===== src/rtl/hbdt_pkg.sv =====
package hbdt_pkg;
  typedef enum logic [2:0] {
    PH_IDLE,
    PH_DEAD_LO,
    PH_LO_ON,
    PH_DEAD_HI,
    PH_HI_ON
  } hb_phase_t;
endpackage


===== src/rtl/hbdt_softstart.sv =====
module hbdt_softstart #(
  parameter int PW       = 16,
  parameter int STEPS    = 16,
  parameter int STEP_OFF = 18,
  parameter int STEP_CYC = 18750
) (
  input  logic          clk,
  input  logic          rst,
  input  logic          start,
  input  logic          halt,
  output logic          active,
  output logic [PW-1:0] offset
);
  localparam int SW = $clog2(STEPS + 1);
  localparam int TW = $clog2(STEP_CYC + 1);
  localparam logic [SW-1:0] STEPS_L = SW'(STEPS);
  localparam logic [TW-1:0] TMR_TOP = TW'(STEP_CYC - 1);

  logic [SW-1:0] steps_q;
  logic [TW-1:0] tmr_q;

  always_ff @(posedge clk) begin
    if (rst || halt) begin
      steps_q <= '0;
      tmr_q   <= '0;
    end else if (start) begin
      steps_q <= STEPS_L;
      tmr_q   <= TMR_TOP;
    end else if (steps_q != '0) begin
      if (tmr_q == '0) begin
        steps_q <= steps_q - 1'b1;
        tmr_q   <= TMR_TOP;
      end else begin
        tmr_q <= tmr_q - 1'b1;
      end
    end
  end

  assign active = (steps_q != '0);
  assign offset = PW'(steps_q) * PW'(STEP_OFF);
endmodule


===== src/rtl/hbdt_period_calc.sv =====
module hbdt_period_calc #(
  parameter int PW         = 16,
  parameter int DEAD       = 35,
  parameter int MIN_PERIOD = 334
) (
  input  logic [PW-1:0] period_word,
  input  logic [PW-1:0] offset,
  output logic [PW-1:0] on_len
);
  localparam logic [PW:0] MIN_L = (PW+1)'(MIN_PERIOD);
  logic [PW:0] diff;
  logic [PW:0] eff;

  always_comb begin
    diff = {1'b0, period_word} - {1'b0, offset};
    if (diff[PW] || diff < MIN_L) eff = MIN_L;
    else                          eff = diff;
    on_len = eff[PW:1] - PW'(DEAD);
  end
endmodule


===== src/rtl/hbdt_phase_seq.sv =====
module hbdt_phase_seq
  import hbdt_pkg::*;
#(
  parameter int PW   = 16,
  parameter int DEAD = 35
) (
  input  logic          clk,
  input  logic          rst,
  input  logic          go,
  input  logic [PW-1:0] on_len_in,
  output logic          launch,
  output logic          hi_drv,
  output logic          lo_drv
);
  localparam logic [PW-1:0] DEAD_TOP = PW'(DEAD - 1);

  hb_phase_t     st_q, st_d;
  logic [PW-1:0] cnt_q, cnt_d;
  logic [PW-1:0] on_q, on_d;
  logic          last;

  assign last   = (cnt_q == '0);
  assign launch = go && (st_q == PH_IDLE);

  always_comb begin
    st_d  = st_q;
    cnt_d = cnt_q - 1'b1;
    on_d  = on_q;
    if (!go) begin
      st_d  = PH_IDLE;
      cnt_d = '0;
    end else begin
      case (st_q)
        PH_IDLE: begin
          st_d  = PH_DEAD_LO;
          cnt_d = DEAD_TOP;
          on_d  = on_len_in;
        end
        PH_DEAD_LO: if (last) begin
          st_d  = PH_LO_ON;
          cnt_d = on_q - 1'b1;
        end
        PH_LO_ON: if (last) begin
          st_d  = PH_DEAD_HI;
          cnt_d = DEAD_TOP;
        end
        PH_DEAD_HI: if (last) begin
          st_d  = PH_HI_ON;
          cnt_d = on_q - 1'b1;
        end
        PH_HI_ON: if (last) begin
          st_d  = PH_DEAD_LO;
          cnt_d = DEAD_TOP;
          on_d  = on_len_in;
        end
        default: begin
          st_d  = PH_IDLE;
          cnt_d = '0;
        end
      endcase
    end
  end

  always_ff @(posedge clk) begin
    if (rst) begin
      st_q   <= PH_IDLE;
      cnt_q  <= '0;
      on_q   <= '0;
      hi_drv <= 1'b0;
      lo_drv <= 1'b0;
    end else begin
      st_q   <= st_d;
      cnt_q  <= cnt_d;
      on_q   <= on_d;
      hi_drv <= (st_d == PH_HI_ON);
      lo_drv <= (st_d == PH_LO_ON);
    end
  end
endmodule


===== src/rtl/hb_deadtime_gen.sv =====
module hb_deadtime_gen #(
  parameter int PW          = 16,
  parameter int DEAD        = 35,
  parameter int MIN_PERIOD  = 334,
  parameter int SS_STEPS    = 16,
  parameter int SS_STEP_OFF = 18,
  parameter int SS_STEP_CYC = 18750
) (
  input  logic          clk,
  input  logic          rst,
  input  logic [PW-1:0] period_word,
  input  logic          run_en,
  input  logic          fault_off,
  output logic          hs_drive,
  output logic          ls_drive,
  output logic          ss_active
);
  localparam logic [PW-1:0] FULL_OFF = PW'(SS_STEPS * SS_STEP_OFF);

  logic          go, launch;
  logic [PW-1:0] ss_off, off_use, on_len;

  assign go      = run_en && !fault_off;
  assign off_use = launch ? FULL_OFF : ss_off;

  hbdt_softstart #(
    .PW(PW), .STEPS(SS_STEPS), .STEP_OFF(SS_STEP_OFF), .STEP_CYC(SS_STEP_CYC)
  ) u_ss (
    .clk(clk), .rst(rst), .start(launch), .halt(!go),
    .active(ss_active), .offset(ss_off)
  );

  hbdt_period_calc #(
    .PW(PW), .DEAD(DEAD), .MIN_PERIOD(MIN_PERIOD)
  ) u_calc (
    .period_word(period_word), .offset(off_use), .on_len(on_len)
  );

  hbdt_phase_seq #(
    .PW(PW), .DEAD(DEAD)
  ) u_seq (
    .clk(clk), .rst(rst), .go(go), .on_len_in(on_len),
    .launch(launch), .hi_drv(hs_drive), .lo_drv(ls_drive)
  );
endmodule


===== config.mk =====
export PLATFORM = sky130hd
export DESIGN_NAME = hb_deadtime_gen
export DESIGN_NICKNAME = d
export VERILOG_FILES = /design/src/rtl/hbdt_pkg.sv /design/src/rtl/hbdt_softstart.sv /design/src/rtl/hbdt_period_calc.sv /design/src/rtl/hbdt_phase_seq.sv /design/src/rtl/hb_deadtime_gen.sv
export SDC_FILE = /design/constraint.sdc
export NUM_CORES = 1
export LEC_CHECK = 0
export CAP_MARGIN = 25
export CORE_UTILIZATION = 44
export CTS_BUF_LIST = sky130_fd_sc_hd__clkbuf_8
export CTS_CLUSTER_DIAMETER = 120
export DETAILED_ROUTE_END_ITERATION = 12
export DONT_BUFFER_PORTS = 1
export HOLD_SLACK_MARGIN = 0.02
export PLACE_DENSITY = 0.67
export RECOVER_POWER = 25
export SYNTH_ARGS = -nofsm -noshare
export SYNTH_HDL_FRONTEND = slang
export SYNTH_SLANG_ARGS = --single-unit

===== constraint.sdc =====
create_clock -name clk -period 5.1 [get_ports clk]
set_input_delay 0.255 -clock clk [delete_from_list [all_inputs] [get_ports clk]]
set_output_delay 0.255 -clock clk [all_outputs]
set_load 0.005 [all_outputs]

==> results of run 1 <==
## placed cells by master, fill, tap and decap left out, types with 4 or more instances in the layout
cell / n
sky130_fd_sc_hd__nand2_1: 43
sky130_fd_sc_hd__a32o_1: 5
sky130_fd_sc_hd__nand4_1: 6
sky130_fd_sc_hd__dfxtp_1: 57
sky130_fd_sc_hd__o21ai_0: 15
sky130_fd_sc_hd__xnor2_1: 30
sky130_fd_sc_hd__nor2_1: 72
sky130_fd_sc_hd__nor4_1: 10
sky130_fd_sc_hd__nor3_1: 19
sky130_fd_sc_hd__nand3_1: 9
sky130_fd_sc_hd__o2111ai_1: 4
sky130_fd_sc_hd__a22oi_1: 11
sky130_fd_sc_hd__nand2b_1: 8
sky130_fd_sc_hd__inv_1: 19
sky130_fd_sc_hd__ha_1: 19
sky130_fd_sc_hd__xor2_1: 25
sky130_fd_sc_hd__a21o_1: 5
sky130_fd_sc_hd__clkbuf_8: 13
sky130_fd_sc_hd__and3_1: 6
sky130_fd_sc_hd__or4_1: 7
sky130_fd_sc_hd__a31oi_1: 7
sky130_fd_sc_hd__nor2b_1: 4
sky130_fd_sc_hd__and2_1: 6
sky130_fd_sc_hd__a21oi_1: 24
sky130_fd_sc_hd__nor3b_1: 4
sky130_fd_sc_hd__buf_4: 18
## metal layers
metal | global-route usage [%] | vias to the layer above
met5 | 0 | -
met3 | 4.50 | 9
met1 | 25.4 | 1721
met4 | 5.20 | 0
li1 | - | 1902
met2 | 33.6 | 57
## cell families after synthesis
group	count (synthesis)	share of synthesized area, %
fa+ha+maj	22	6.94
simple gates	222	28.3
compound gates	116	21.1
xor+xnor	55	11.6
mux	4	0.995
buf+inv	36	3.59
flops	57	27.5
## path summary, 6_finish.rpt
| check | from | to | slack, ns | cells past startpoint |
|---|---|---|---|---|
| worst max-delay path | u_ss.steps_q[1]$_SDFFE_PP0P_ | u_seq.on_q[12]$_SDFFE_PP0P_ | 0.26 | 21 |
| worst min-delay path | rst | u_seq.on_q[9]$_SDFFE_PP0P_ | 0.06 | 1 |
| worst max register to register | u_ss.steps_q[1]$_SDFFE_PP0P_ | u_seq.on_q[12]$_SDFFE_PP0P_ | 0.26 | 21 |
| worst min register to register | u_seq.on_q[15]$_SDFFE_PP0P_ | u_seq.on_q[15]$_SDFFE_PP0P_ | 0.50 | 1 |
## cells in the mapped netlist (5+ instances only)
cell / instances / area share (%)
sky130_fd_sc_hd__a21o_1: 5 / 0.91
sky130_fd_sc_hd__a21oi_1: 26 / 3.1
sky130_fd_sc_hd__a22oi_1: 11 / 2.0
sky130_fd_sc_hd__a31oi_1: 7 / 1.1
sky130_fd_sc_hd__a32o_1: 5 / 1.2
sky130_fd_sc_hd__and2_1: 6 / 0.91
sky130_fd_sc_hd__and3_1: 6 / 0.91
sky130_fd_sc_hd__clkbuf_1: 13 / 1.2
sky130_fd_sc_hd__dfxtp_1: 57 / 28
sky130_fd_sc_hd__ha_1: 19 / 5.7
sky130_fd_sc_hd__inv_1: 18 / 1.6
sky130_fd_sc_hd__nand2_1: 43 / 3.9
sky130_fd_sc_hd__nand2b_1: 8 / 1.2
sky130_fd_sc_hd__nand3_1: 9 / 1.1
sky130_fd_sc_hd__nand4_1: 6 / 0.91
sky130_fd_sc_hd__nor2_1: 72 / 6.5
sky130_fd_sc_hd__nor3_1: 19 / 2.3
sky130_fd_sc_hd__nor4_1: 11 / 1.7
sky130_fd_sc_hd__o21ai_0: 17 / 2.1
sky130_fd_sc_hd__or4_1: 7 / 1.3
sky130_fd_sc_hd__xnor2_1: 30 / 6.3
sky130_fd_sc_hd__xor2_1: 25 / 5.3
## state kept, by name, indices dropped and copies added, names as in the netlist
register	count
u_seq.st_q	3
u_seq.cnt_q	16
u_ss.tmr_q	15
u_seq.on_q	16
u_seq.hi_drv	1
u_ss.steps_q	5
u_seq.lo_drv	1
## through the flow
| step | power, W | setup slack (ns) | hold WS (ns) |
|---|---|---|---|
| floorplan | 0.000715 | 0.0199 | 0.459 |
| global placement | 0.000767 | 0.276 | 0.328 |
| detailed placement | 0.000772 | 0.210 | 0.328 |
| CTS | 0.00123 | 0.174 | 0.0450 |
| global route | 0.00128 | 0.00895 | 0.0500 |
| finish | 0.00122 | 0.261 | 0.0576 |
## report_power, final
group	switching, W	internal (W)
Sequential	0.0000148	0.000458
Clock	0.000174	0.000275
Combinational	0.000171	0.000126
Total	0.000360	0.000859
## cell type report
class	count	area [um^2]	area share, %
tap	111	139	3.02
clock inverter	2	35.0	0.763
multi-input combinational	419	2880	62.6
sequential	57	1140	24.8
inverter	19	71.3	1.55
clock buffer	13	179	3.90
timing repair buffer	21	153	3.32
## what timing repair did
action	4_1_cts	5_1_grt
hold endpoints to repair	6	0
setup endpoints to repair	0	1
gates resized for setup	0	7
hold buffers	1	0
==> results.md, run 1 <==
- The run finished with clean final reports.
- The most common flop cell mapped by yosys is sky130_fd_sc_hd__dfxtp_1.
- The cell family contributing the most delay on the critical path is compound AO/OA/AOI/OAI gates.
- The endpoint arrival time on the critical path is 5.06 ns.
- Measured on the finished design, the core utilization comes to around half.
- The count of TritonRoute iterations in the first routing pass is 7.
- The data required time of the critical path is around 5.3 ns.
- The largest clock skew in the final design is ~0.0055 ns.
- The length of routed wiring on met1 is roughly 4500 um.
- The number of pins with negative max-slew slack in the final report was 0.
- The starting utilization of the core area is a little under half.
- The ratio of total power to cell area is 265 nW/um^2.
- The placer congestion estimate is ~0.85.
- For this run, the top clock speed supported by timing is slightly above 200 MHz.
- The post-route setup TNS is 0 ns.
- The die area is around 10000 um^2.
- The number of antenna diodes in the final layout is 0.
- The share of flip-flops with an asynchronous set or reset is 0%.
- The layout filler cell count is 890.
- The transition time at the pin with the least slew margin is roughly 0.76 ns.
- The H-tree was split into 3 levels.
- The count of buffers added on input and output ports is 0.
- Along the worst path, the maximum fanout reaches 4.
- The core outline area is ~9200 um^2.
- The post-synthesis instance area is approximately 4100 um^2.
- The largest incremental delay on the critical path is slightly above 0.4 ns.
- After detailed placement, the design holds a cell count of ~630.
- The clock passes through at most 2 buffers.
- The floorplan die height is 99.1 um.
- Compared with the post-synthesis result, the final layout area differs by 10.7%.
- STA classifies the critical path startpoint as a register.
- The total setup violations reported at the end of the flow is 0.
- The number of DRC violations after detailed routing is 0.
- The share of the clock period used by the worst path after layout is between 90% and 100%.
- The total routed wirelength is 9330 um.
- In the detailed route, the total length drawn on met2 is roughly 4500 um.
- The largest net degree at the start of global routing is 21.
- The master cell of the clock root buffer is sky130_fd_sc_hd__clkbuf_8.
- The most frequent cell on the critical path is sky130_fd_sc_hd__ha_1.
- Dividing the detail-routed via count by the number of cells gives ~5.7.
- Once the clock tree was built, the setup fixing pass inserted 0 buffers.
- The cell at the slowest stage of the critical path is sky130_fd_sc_hd__fa_1.
- The net count after synthesis is 553.
- Yosys mapped the design onto 76 distinct sky130hd cell types.
- The analysis attributes to cell leakage a power of approximately 1.8 nW.
- The total of flip-flops plus latches after synthesis is 57.
- Setup repair after global routing left no endpoint under its margin.
- The initial antenna violation count is 0.
- The path class of the tightest hold or removal check is input port to register.
- The iteration-0 DRC count of the detailed router is 205.
- Once detail routing completed, the nets flagged for antenna violations numbered 0.
- After detailed placement, the total cell area comes to ~4400 um^2.
- The worst pin sits at a relative slew slack of just under 50%.
- The detailed router used layers up to and including met4.
- The sum of buffers and inverters on the critical path is 1.
- The length of routed met3 wiring is 248 um.
- The width of the die is ~100 um.
- Summing all non-filler instances in the final layout gives an area of 4590 um^2.
- Dividing the detail-routed wire length by the instance count gives 14.5 um.
- The count of final hold-check violations is 0.
- Clock tree synthesis inserted a total of 9 buffers.
- The number of clock sinks is 57.
- The sequential-to-total area share from yosys stat is between 20% and 30%.
- The number of enable flip-flop cells after synthesis is 0.
- Across the run, the number of max-cap violations was 0.
- TritonCTS built the clock tree.
- Yosys printed 0 warnings.
- In the synthesized netlist, the number of instances is ~510.
- The clock period minus worst slack is 4.84 ns.
- The HPWL after detailed placement is a little over 7000 um.
- The clock transition time at the flip-flop clock pins of the worst setup and hold paths is 0.06 ns.
- The average cell area after synthesis is 8.10 um^2.
- The proportion of layout cells with a drive suffix above 1 is 10.9%.
- VDD sags by at most ~140 uV.
- In the final design database the tool counted 568 nets.
- The clock insertion delay at the later pin of the skew report is approximately 0.33 ns.
- The via count of the first global-routing pass is approximately 3500.
- The via count of the routed design is 3689.
- STA classifies the critical path endpoint as a register.
- The I/O pin total is 23.
- By startpoint and endpoint, the worst setup path is classified as register to register.
- Once layout is complete, the cells apart from fillers number 642.
- The global router's overall resource usage is 19.8%.
- The number of rows created at floorplan is 35.
- Traced cell by cell, the critical path runs through ha_1 -> ha_1 -> inv_1 -> fa_1 -> nand2b_1 -> ha_1 -> a21oi_1 -> o31ai_4 -> a22oi_2 -> a2111o_1 -> nand4_1 -> nand3_4 -> o21a_1 -> nand2_1 -> ha_1 -> nand2b_1 -> o311a_1 -> a311oi_4 -> o2111a_1 -> a21oi_1 -> a211o_1.
- Summed over all layers, the global routing overflow is 0.
- The wire length of the first global-routing pass is approximately 16000 um.
Power figures use the tool's default switching activity.
==> run 2, diff against run 1 <==
- CORE_UTILIZATION: 44 -> 40
- PLACE_DENSITY: 0.67 -> 0.62
==> results.md, run 2 (same netlist as run 1, synthesis figures left out) <==
- The count of final hold-check violations is 0 (unchanged).
- The number of buffer cells added on primary ports came to 0 (unchanged).
- The sum of buffers and inverters on the critical path is 0 (was 1).
- Setup repair after global routing missed its margin: false (unchanged).
- The post-detailed-route count of antenna-violating nets is 0 (unchanged).
- The number of clock sinks was 57 (unchanged).
- The transition time at the pin with the least slew margin was 0.790 ns (was 0.757 ns).
- The cell leakage power was 1.74 nW (was 1.75 nW).
- The endpoint arrival time on the critical path is 5.05 ns (was 5.06 ns).
- The share of the clock period used by the worst path after layout is 94.6% (was 94.9%).
- The switching fraction of total power is 31.6% (was 29.5%).
- The data required time of the critical path was 5.32 ns (about the same).
- The number of rows created at floorplan is 36 (was 35).
- The initial antenna violation count is 0 (unchanged).
- The maximum VDD drop is 112 uV (was 136 uV).
- The cell family contributing the most delay on the critical path is simple AND/OR/NAND/NOR gates (was compound AO/OA/AOI/OAI gates).
- The HPWL after detailed placement is 7350 um (was 7080 um).
- The launch point of the worst hold path is rst (unchanged).
- The destination of the worst hold path was u_seq.on_q[9]$_SDFFE_PP0P_ (unchanged).
- Chain of cells forming the critical path: or2_2 -> or3_4 -> nand2_1 -> ha_1 -> nor2b_1 -> or4b_2 -> o21ai_0 -> o311ai_0 -> a21o_1 -> nand3_4 -> o21a_1 -> nand2_1 -> ha_1 -> nand2b_1 -> o311a_1 -> a311oi_4 -> o2111a_1 -> a21oi_1 -> a211o_1 (was ha_1 -> ha_1 -> inv_1 -> fa_1 -> nand2b_1 -> ha_1 -> a21oi_1 -> o31ai_4 -> a22oi_2 -> a2111o_1 -> nand4_1 -> nand3_4 -> o21a_1 -> nand2_1 -> ha_1 -> nand2b_1 -> o311a_1 -> a311oi_4 -> o2111a_1 -> a21oi_1 -> a211o_1).
- The hold-critical path depth is 1 (unchanged).
- The master cell of the clock root buffer is sky130_fd_sc_hd__clkbuf_8 (unchanged).
- The type of the most critical hold path is input port to register (unchanged).
- The wire length of the first global-routing pass is 16800 um (was 15900 um).
- The endpoint of the worst-slack reg-to-reg timing path was u_seq.on_q[12]$_SDFFE_PP0P_ (unchanged).
- The number of clock buffers inserted by TritonCTS is 9 (unchanged).
- The kind of capture point of the worst setup path is a register (unchanged).
- The cell at the slowest stage of the critical path is sky130_fd_sc_hd__or4b_2 (was sky130_fd_sc_hd__fa_1).
- Commonest cells after routing, fill and taps aside: 72 x sky130_fd_sc_hd__nor2_1, 55 x sky130_fd_sc_hd__dfxtp_1, 43 x sky130_fd_sc_hd__nand2_1, 30 x sky130_fd_sc_hd__xnor2_1, 25 x sky130_fd_sc_hd__xor2_1 (was 72 x sky130_fd_sc_hd__nor2_1, 57 x sky130_fd_sc_hd__dfxtp_1, 43 x sky130_fd_sc_hd__nand2_1, 30 x sky130_fd_sc_hd__xnor2_1, 25 x sky130_fd_sc_hd__xor2_1).
- The met1 demand-to-capacity share in global routing is 25.6% (was 25.4%).
- The core outline area is 9910 um^2 (was 9200 um^2).
- Largest regs: u_seq.cnt_q (16), u_seq.on_q (16), u_ss.tmr_q (15) (unchanged).
- The number of pins with negative max-slew slack in the final report is 0 (unchanged).
- The CTS tree is yes (unchanged).
- The count of antenna diodes in the layout came to 0 (unchanged).
- The number of DRC violations after detailed routing came to 0 (unchanged).
- The total congestion overflow after global routing is 0 (unchanged).
- The iteration-0 DRC count of the detailed router is 245 (was 205).
- The depth of the worst register-to-register path is 19 (was 21).
- The post-route setup TNS is 0 ns (unchanged).
- The startpoint kind of the worst setup timing path is a register (unchanged).
- The starting utilization of the core area was 41.9% (was 45.1%).
- The area occupied by registers came to 1140 um^2 (about the same).
- The internal power of the cells is 0.000801 W (was 0.000859 W).
- The normalized max-slew margin came to 47.4% (was 49.3%).
- The clock insertion delay at the later pin of the skew report is 0.33 ns (about the same).
- The launch point of the worst reg-to-reg path is u_seq.st_q[0]$_SDFF_PP0_ (was u_ss.steps_q[1]$_SDFFE_PP0P_).
- The layout filler cell count came to 1010 (was 890).
- The biggest fanout along the worst timing path came to 11 (was 4).
- The met3 capacity usage during global routing was 4.53% (was 4.50%).
- The peak-usage layer in the global routing report is met2 (unchanged).
- The I/O pin total came to 23 (unchanged).
- The count of maximum capacitance violations is 0 (unchanged).
- The via count of the routed design was 3725 (was 3689).
- The area taken by multi-input logic gates is 2880 um^2 (about the same).
- The largest incremental delay on the critical path is 0.61 ns (was 0.41 ns).
- The via density per instance is 5.60 (was 5.75).
- The die area is 10800 um^2 (was 9820 um^2).
- The share of power burned in combinational logic is 25.9% (was 24.4%).
- The clock network power share is 33.7% (was 36.9%).
- The standard cell area after detailed placement is 4380 um^2 (was 4360 um^2).
- The net count of the finished layout is 568 (unchanged).
- The maximum buffer depth of the clock tree is 2 (unchanged).
- The worst hold slack across all endpoints was 0.0606 ns (was 0.0576 ns).
- The part of the total power dissipated in sequential elements came to 40.3% (was 38.8%).
- The width of the die is 104 um (was 99.1 um).
- Result of the run: complete, no violations (unchanged).
- The clock transition time at the flip-flop clock pins of the worst setup and hold paths is 0.07 ns (was 0.06 ns).
- The count of TritonRoute iterations in the first routing pass was 4 (was 7).
- The proportion of layout cells with a drive suffix above 1 was 12.2% (was 10.9%).
- The switching power summed over all nets is 0.000370 W (was 0.000360 W).
- The via count of the first global-routing pass is 3539 (was 3471).
- The peak clock frequency supported by timing was 207 MHz (about the same).
- The post-layout total power is 0.00117 W (was 0.00122 W).
- The met2 capacity usage during global routing is 30.0% (was 33.6%).
- The class of the most critical setup path is register to register (unchanged).
- The routed wirelength normalized by instance count is 14.6 um (was 14.5 um).
- The instance count on the critical path is 19 (was 21).
- The floorplan die height is 104 um (was 99.1 um).
- The largest clock skew in the final design is 0.0137 ns (was 0.00547 ns).
- The ratio of total power to cell area is 254 nW/um^2 (was 265 nW/um^2).
- The most common cell after layout, fill and taps aside is sky130_fd_sc_hd__nor2_1 (unchanged).
- The number of H-tree levels is 3 (unchanged).
- The placer congestion estimate came to 0.814 (was 0.849).
- The total setup violations reported at the end of the flow is 0 (unchanged).
- The largest net degree at the start of global routing is 21 (unchanged).
- The register-to-register setup slack is 0.28 ns (was 0.26 ns).
- The global router's overall resource usage came to 18.8% (was 19.8%).
- The clock period minus worst slack is 4.82 ns (was 4.84 ns).
- The final cell area excluding filler cells is 4610 um^2 (was 4590 um^2).
- The signed area change from the synthesized netlist to the final layout is 11.2% (was 10.7%).
- The total routed wirelength is 9700 um (was 9330 um).
## run 2: what timing repair did
action,in CTS,in global routing
setup endpoints to repair,0,4
setup buffers,0,1
hold endpoints to repair,6,0
gates resized for setup,0,10
hold buffers,1,0
## run 2: power groups by stage
stage,clock network (W),logic [W],registers (W)
after floorplan,0,0.000236,0.000479
after CTS,0.000405,0.000298,0.000472
final,0.000395,0.000304,0.000472
after detailed placement,0,0.000295,0.000482
after global placement,0,0.000289,0.000482
after global routing,0.000432,0.000338,0.000474
## run 2: how the worst max path moves through the flow
| stage | startpoint | to |
|---|---|---|
| 6_report | u_seq.st_q[0]$_SDFF_PP0_ | u_seq.on_q[12]$_SDFFE_PP0P_ |
| 5_1_grt | u_ss.steps_q[1]$_SDFFE_PP0P_ | u_seq.on_q[12]$_SDFFE_PP0P_ |
| 4_1_cts | u_ss.steps_q[1]$_SDFFE_PP0P_ | u_seq.on_q[12]$_SDFFE_PP0P_ |
| 3_5_place_dp | u_ss.steps_q[1]$_SDFFE_PP0P_ | u_seq.on_q[12]$_SDFFE_PP0P_ |
| 3_3_place_gp | u_ss.steps_q[1]$_SDFFE_PP0P_ | u_seq.on_q[12]$_SDFFE_PP0P_ |
| 2_1_floorplan | u_seq.st_q[1]$_SDFF_PP0_ | u_seq.on_q[12]$_SDFFE_PP0P_ |
## run 2: layout make-up
cell class | count | area share [%]
clock buffer | 12 | 3.58
tap | 133 | 3.61
clock inverter | 4 | 0.570
sequential | 57 | 24.8
timing repair buffer | 21 | 3.39
inverter | 19 | 1.55
multi-input combinational | 419 | 62.5
## run 2: through the flow
| step | std cells | util (%) | worst slack (ns) |
|---|---|---|---|
| 2_1_floorplan | 512 | - | 0.0199 |
| 6_report | 665 | 46.6 | 0.275 |
| 4_1_cts | 664 | 46.2 | 0.0924 |
| 3_5_place_dp | 647 | 44.2 | 0.128 |
| 5_1_grt | 665 | 46.6 | 0.000513 |
| 3_3_place_gp | 647 | 44.2 | 0.212 |
## run 2: metal layers
metal / vias up / routed length, um
li1: 1898 / -
met1: 1755 / 4820
met2: 64 / 4480
met3: 8 / 329
met4: 0 / 71
met5: - / 0
